`config.mk`:
```
export PLATFORM = sky130hd
export DESIGN_NAME = pci_win_xlat
export DESIGN_NICKNAME = d
export VERILOG_FILES = /design/src/rtl/pci_win_xlat.sv
export SDC_FILE = /design/constraint.sdc
export NUM_CORES = 1
export LEC_CHECK = 0
export ABC_AREA = 1
export CAP_MARGIN = 20
export CORE_ASPECT_RATIO = 1.25
export CORE_MARGIN = 2
export CORE_UTILIZATION = 35
export CTS_BUF_LIST = sky130_fd_sc_hd__clkbuf_4 sky130_fd_sc_hd__clkbuf_8
export DETAILED_ROUTE_END_ITERATION = 12
export DONT_BUFFER_PORTS = 1
export SETUP_SLACK_MARGIN = 0.1
export SLEW_MARGIN = 10
export SYNTH_ARGS = -nofsm -noshare
export SYNTH_HDL_FRONTEND = slang
export SYNTH_SLANG_ARGS = --single-unit
```
`constraint.sdc`:
```
create_clock -name clk -period 8.3 [get_ports clk]
set_input_delay 2.075 -clock clk [delete_from_list [all_inputs] [get_ports clk]]
set_output_delay 2.075 -clock clk [all_outputs]
set_load 0.05 [all_outputs]
```
`src/rtl/pci_win_xlat.sv`:
```
module pci_win_xlat #(
  parameter int NUM_WIN = 4,
  parameter int IO_WIN  = 3,
  localparam int WW     = (NUM_WIN > 1) ? $clog2(NUM_WIN) : 1
) (
  input  logic          clk,
  input  logic          rst_n,
  input  logic          wr_en,
  input  logic [WW-1:0] wr_win,
  input  logic [1:0]    wr_sel,
  input  logic [31:0]   wr_data,
  input  logic          req_valid,
  input  logic [31:0]   req_addr,
  output logic          rsp_valid,
  output logic          rsp_hit,
  output logic [WW-1:0] rsp_win,
  output logic          rsp_io,
  output logic          rsp_swap,
  output logic [31:0]   rsp_addr
);

  localparam int MW = 21;

  logic [23:0]        gbase [NUM_WIN];
  logic [23:0]        pbase [NUM_WIN];
  logic [MW-1:0]      mask  [NUM_WIN];
  logic [NUM_WIN-1:0] win_en;
  logic [NUM_WIN-1:0] win_swap;
  logic [NUM_WIN-1:0] match;

  logic          hit_c;
  logic [WW-1:0] sel_c;
  logic [31:0]   addr_c;

  logic unused_wr_bits;
  assign unused_wr_bits = &{1'b0, wr_data[7:2]};

  always_ff @(posedge clk) begin
    if (!rst_n) begin
      for (int i = 0; i < NUM_WIN; i++) begin
        gbase[i] <= '0;
        pbase[i] <= '0;
        mask[i]  <= '0;
      end
      win_en   <= '0;
      win_swap <= '0;
    end else if (wr_en) begin
      for (int i = 0; i < NUM_WIN; i++) begin
        if (wr_win == i[WW-1:0]) begin
          case (wr_sel)
            2'd0: gbase[i] <= wr_data[31:8];
            2'd1: pbase[i] <= wr_data[31:8];
            2'd2: mask[i]  <= wr_data[28:8];
            default: begin
              win_en[i]   <= wr_data[0];
              win_swap[i] <= wr_data[1];
            end
          endcase
        end
      end
    end
  end

  for (genvar g = 0; g < NUM_WIN; g++) begin : g_cmp
    assign match[g] = win_en[g]
                    && (req_addr[31:29] == gbase[g][23:21])
                    && ((req_addr[28:8] & ~mask[g]) == (gbase[g][20:0] & ~mask[g]));
  end

  always_comb begin
    hit_c = 1'b0;
    sel_c = '0;
    for (int i = NUM_WIN - 1; i >= 0; i--) begin
      if (match[i]) begin
        hit_c = 1'b1;
        sel_c = i[WW-1:0];
      end
    end
  end

  assign addr_c = hit_c
    ? {pbase[sel_c][23:21],
       (pbase[sel_c][20:0] & ~mask[sel_c]) | (req_addr[28:8] & mask[sel_c]),
       req_addr[7:0]}
    : 32'h0;

  always_ff @(posedge clk) begin
    if (!rst_n) begin
      rsp_valid <= 1'b0;
      rsp_hit   <= 1'b0;
      rsp_win   <= '0;
      rsp_io    <= 1'b0;
      rsp_swap  <= 1'b0;
      rsp_addr  <= '0;
    end else begin
      rsp_valid <= req_valid;
      if (req_valid) begin
        rsp_hit  <= hit_c;
        rsp_win  <= sel_c;
        rsp_io   <= hit_c && (sel_c == IO_WIN[WW-1:0]);
        rsp_swap <= hit_c && win_swap[sel_c];
        rsp_addr <= addr_c;
      end
    end
  end

endmodule

```
Yosys cells after proc, flatten, opt, wreduce, memory -nomap -nowiden
Memory sizes are Yosys's and may differ from the RTL's. Index checks and enable logic that the tools add are counted.

Logic and storage cells: 153. Output and inout port bits: 38. Bits of input ports: 72. Register bits after elaboration: 46. Memories: 3. RAM bits: 276.

Bitwise logic cells: 29. Magnitude comparators: 1. Mux-type cells: 75. Equality and inequality tests: 14. Reductions and logical operators: 17.

Memories: gbase (words 4, bits a word 24, read ports 4, clocked after memory_dff 0, write ports 4, RTL line 24) `logic [23:0] gbase [NUM_WIN];`; pbase (words 4, bits a word 24, read ports 1, clocked after memory_dff 0, write ports 4, RTL line 25) `logic [23:0] pbase [NUM_WIN];`; mask (words 4, bits a word 21, read ports 5, clocked after memory_dff 0, write ports 4, RTL line 26) `logic [MW-1:0] mask [NUM_WIN];`.

Operators with widths (number): 21-bit AND (10); 24-bit 2-to-1 mux (8); 21-bit inverter (5); 21-bit == test (4); 21-bit 2-to-1 mux (4); 1-bit 2-to-1 mux (57); 32-bit 2-to-1 mux (1); 21-bit bitwise OR (1); 3-bit == test (4); 1-bit bitwise OR (12); 3-bit AND reduction (4); 1-bit logical AND (10); 2-bit == test, second input constant (4); 2-bit 2-to-1 mux (4); 2-bit by 1-bit == test with 1-bit output, second input constant (2); 2-bit logical NOT (2); 2-bit by 3-bit < comparator with 1-bit output, second input constant (1); 3-bit OR reduction (1); 1-bit binary-select mux with 2-bit select (1); 1-bit inverter (1).

Depth between registers and ports, before layout
An unclocked memory read counts as a cell.

Word-level depth: 14. Mapped depth: 20. Depth with buffers taken out: 17.

Worst setup path before layout
Ideal clock, no wire load.

Path kind: input to register. Start point: input port wr_sel[1]. End point: memory mask[0][0] (enable). Path buffers: 0. Data required time: 7872 ps. Library setup time: 428 ps. Stages on the path: 4. Arrival time: 4109 ps. Slack: 3763 ps. Path through: inv_1 > nor3_1 > inv_1 > o21ai_0.

RTL lines: from (decl) (RTL line 10) `input logic [1:0] wr_sel,`; to (decl) (RTL line 26).

Worst setup path after layout
Start point: input port req_addr[24]. End point: register rsp_addr[27].

Cells in the longest elaborated chain, start to end: 12. Elaborated cells on any way between the ends: 27. Those cells by class: 4 x eq/ne; 9 x mux; 8 x bitwise; 4 x reduce/logical; 2 x memory.

Ends and longest elaborated chain: from (decl) (RTL line 13) `input logic [31:0] req_addr,`; 21-bit AND (RTL line 67) `&& ((req_addr[28:8] & ~mask[g]) == (gbase[g][20:0] & ~mask[g]));`; 21-bit == test (RTL line 67); 1-bit logical AND (RTL line 67); 2-bit 2-to-1 mux (4 in series) (RTL line 74) `if (match[i]) begin`; memory read 4 x 21 bit; 21-bit inverter (RTL line 83) `(pbase[sel_c][20:0] & ~mask[sel_c]) | (req_addr[28:8] & mask[sel_c]),`; 21-bit AND (RTL line 83); 21-bit bitwise OR (RTL line 83); 32-bit 2-to-1 mux * (RTL line 82) `? {pbase[sel_c][23:21],`; to (signal assigned) (RTL line 102) `rsp_addr <= addr_c;`; to (decl) (RTL line 19) `output logic [31:0] rsp_addr`.

Mark *: on every way between the ends. The rest lies on a longest branch, timed or not. A chain may end at the register's enable or synchronous reset.

==> run summary <==
The number of buffers inserted during clock tree synthesis is 53, and the maximum fanout along the worst path is 69. At the pin with the least slew margin, the transition time is 1.15 ns. The worst setup path category is in2reg. For the number of ports placed on the die boundary, the log shows 110. TritonCTS built the clock tree. After layout, the worst path uses 62.2% of the clock period.

The via count of the first global-routing pass was 12200. The total routed wirelength came out at 50100 um. The logs give 0.0156 mm2 for the post-synthesis cell area and 86 for the number of cell rows. For this block, the initial DRC count from the detailed router was 1263.

The count of cell types in the netlist is 34. At the end of the flow, the number of nets in the layout was 1873. The post-route netlist has 7.64% of its cells at a drive strength greater than 1. The number of buffers added on ports is 0, and the fraction of registers with async set/reset is 0%.

The logs give 5.71 ns for the data arrival time of the critical path and 0 for the post-cts repair resize count. Buffers inserted to repair hold after CTS numbered 0. The filler cells instantiated in the layout total 4354. The CTS clock-pin slew for the worst setup and hold paths works out to 0.06 ns. The first-pass GRT wire length was 74300 um.

The number of antenna violations at the first check in global routing was 1; the number of warning messages in the yosys log was 0. The register bit count reported by yosys is 322, and the number of buffers on the longest clock path is 3. The pin count of the biggest net entering global routing came out at 88. The area of the die is 0.0463 mm2, and the minimum clock period is 5.16 ns. The number of cells on the worst reg-to-reg path is 13. After legalization and detailed placement, the total HPWL measured 30900 um. Across the run, the number of max-cap violations was 0. The worst hold path belongs to the class reg2reg. The worst register-to-register path ends at rsp_addr[27]$_SDFFE_PN0P_. The power density of the placed cells came out at 207 mW/mm2. At the end of the flow the core is filled with cells to 38.9%.

Remaining antenna violation count: 0. The start point of the worst hold path was win_swap[0]$_SDFFE_PN0P_. The synthesized design contains 276 enable-type register cells. The worst register-to-register path begins at gbase[0][16]$_SDFFCE_PN0P_. Clock tree synthesis found a total of 322 sinks.

The worst setup path is launched from an input port. Worst slack at placement: 2.51 ns. A synthesized cell averages 8.51 um2. The signed area change from the synthesized netlist to the final layout came out at 9.76%. The flow ran to the end, and the final reports show no timing, DRC or antenna violations. Dividing the detail-routed wire length by the instance count gives 20.7 um. The total DRC errors in the routed layout is 0, and the via total after detailed routing is 12600. For the final routed database, the setup TNS stands at 0 ns. Setup repair after global routing left no endpoint under its margin.

The placeable core region was 0.0440 mm2. The run gives 0.194 GHz as the upper clock frequency limit. In this run the vertical extent of the chip is 240 um. The total overflow reported by the global router was 0.

In the routed layout, each cell is associated on average with a via count of 5.20. The cell count after synthesis came out at 1835. Once layout is done, the placed cells without fillers occupy 0.0171 mm2. The design draws 3.54 mW. In this run the cell area measured after placement is 0.0161 mm2. The final-report hold violation count is 0, and the setup slack of the critical path after layout is 3.14 ns. The logs give 6 for the first-pass detailed-route iteration total and 0 for the number of setup violations in the final report.

The tools report the total count of max-transition violations in the final report as 0. The number of setup buffers added after CTS is 0. Once placement completed, the tool counted placed cells totaling 2318. The worst-case register-to-register setup slack came out at 4.21 ns. VDD sags by at most 124 uV.

Data on the critical path is required at its endpoint by 8.85 ns. The run gives 23.4% as the worst max-slew margin expressed relative to the limit. Terminating pin of the worst hold path: win_swap[0]$_SDFFE_PN0P_. The initial utilization of the core area, before any placement, comes to 35.5%.

The number of nets handed over by synthesis was 1907. Clock latency reported for the late side of the worst-skew pair: 0.62 ns. The most used flip-flop cell after synthesis is sky130_fd_sc_hd__edfxtp_1. The tools report the post-route non-filler standard cell count as 2419. The weighted congestion at the end of routability-driven global placement is 0.897. CTS placed an instance of sky130_fd_sc_hd__clkbuf_8 at the clock tree root. Setup skew after layout: 0.0309 ns.

The overall routing resource usage was 21.9%. The endpoint type of the worst setup path is a register. The H-tree was split into 2 levels. For this design the static power due to leakage is 6.96 nW. The worst hold path was traced through 2 stages. The worst hold margin was 0.460 ns. The share of the Yosys chip area taken by registers is 59.0%. The die is 193 um wide.
==> cells by family (layout without fill, tap and decap cells) <==
group	after synthesis	count (layout)	share of synthesized area [%]
buffers and inverters	238	249	6.34
and+or+nand+nor	1175	1175	31.3
xor gates and xnor gates	4	4	0.224
other	0	1	0
DFF	322	322	59.0
AOI/OAI and AO/OA	96	96	3.17
==> routing by layer <==
layer	up-vias	routed length [um]	GRT usage, %
met3	132	3910	3.96
met5	-	0	0
met2	530	24500	37.0
met1	5982	19300	26.8
li1	5940	-	-
met4	0	2330	10.5
==> final cells by class <==
type / instances / area, um2 / area share, %
clock inverters: 15 / 66.3 / 0.387
well taps: 572 / 716 / 4.18
clock buffers: 85 / 1010 / 5.88
repair buffers: 16 / 140 / 0.818
inverters: 133 / 499 / 2.91
multi-input cells: 1275 / 5490 / 32.1
diodes: 1 / 2.50 / 0.0146
flip-flops and latches: 322 / 9210 / 53.7
==> layout by cell type, fill, tap and decap left out, drive strengths merged, types with 3 or more instances in the layout <==
cell type  netlist  routed
a21oi           59      59
xnor2            4       4
inv            131     131
o21ai           32      32
nand2          421     421
or2              5       5
edfxtp         276     276
nand3b          15      15
clkinv           2      16
dfxtp           46      46
nor2           456     456
o21bai           3       3
clkbuf          61      85
nand4           11      11
buf             44      16
nand3          258     258
nor3             7       7
==> flip-flops by register name, indices dropped and copies added (netlist names) <==
signal / flops
rsp_io: 1
rsp_hit: 1
pbase: 96
win_swap: 4
gbase: 96
rsp_addr: 32
win_en: 4
rsp_swap: 1
rsp_valid: 1
mask: 84
rsp_win: 2
==> critical path, stage by stage <==
cell                      delay [ns]
sky130_fd_sc_hd__xnor2_1        0.10
sky130_fd_sc_hd__nor2_1         0.35
sky130_fd_sc_hd__nor3b_2        0.09
sky130_fd_sc_hd__nand2_1        0.09
sky130_fd_sc_hd__nor2_2         0.05
sky130_fd_sc_hd__nand2_4        0.26
sky130_fd_sc_hd__buf_4          0.77
sky130_fd_sc_hd__nand3_4        0.88
sky130_fd_sc_hd__nand3_1        0.45
sky130_fd_sc_hd__nand2_1        0.10
sky130_fd_sc_hd__nand2_1        0.09
sky130_fd_sc_hd__nand3_1        0.18
sky130_fd_sc_hd__a21oi_1        0.20
==> where the power goes <==
part	internal, mW	switching [mW]
combinational	0.0657	0.187
sequential	1.84	0.0351
clock	0.766	0.644
total	2.67	0.866
==> synthesized netlist by cell type (2+ instances only) <==
library cell                 n  area share, %
sky130_fd_sc_hd__o21bai_1    3           0.14
sky130_fd_sc_hd__nand3b_1   15           0.72
sky130_fd_sc_hd__o21ai_0    27           0.87
sky130_fd_sc_hd__clkbuf_1   60            1.4
sky130_fd_sc_hd__nand4_1    11           0.44
sky130_fd_sc_hd__inv_1     125            3.0
sky130_fd_sc_hd__nor2_1    454             11
sky130_fd_sc_hd__nand2_1   418             10
sky130_fd_sc_hd__xnor2_1     4           0.22
sky130_fd_sc_hd__buf_6       6           0.43
sky130_fd_sc_hd__buf_2      31           0.99
sky130_fd_sc_hd__clkinv_1    2          0.048
sky130_fd_sc_hd__nand3_1   257            8.2
sky130_fd_sc_hd__or2_0       3           0.12
sky130_fd_sc_hd__inv_2       6           0.14
sky130_fd_sc_hd__buf_4       3           0.14
sky130_fd_sc_hd__a21oi_1    59            1.9
sky130_fd_sc_hd__dfxtp_1    46            5.9
sky130_fd_sc_hd__o21ai_1     5           0.16
sky130_fd_sc_hd__nor3_1      7           0.22
sky130_fd_sc_hd__edfxtp_1  276             53
sky130_fd_sc_hd__buf_1       4          0.096
sky130_fd_sc_hd__nand2_4     2           0.14
==> worst max path at each step <==
stage / from / to / cells past startpoint
2_1_floorplan: wr_sel[1] / mask[0][0]$_SDFFCE_PN0P_ / 4
3_3_place_gp: req_addr[28] / rsp_addr[26]$_SDFFE_PN0P_ / 13
3_5_place_dp: req_addr[28] / rsp_addr[27]$_SDFFE_PN0P_ / 13
4_1_cts: req_addr[28] / rsp_addr[27]$_SDFFE_PN0P_ / 13
5_1_grt: req_addr[27] / rsp_addr[26]$_SDFFE_PN0P_ / 15
6_report: req_addr[24] / rsp_addr[27]$_SDFFE_PN0P_ / 13
No activity file was read; power rests on OpenSTA's default activity.
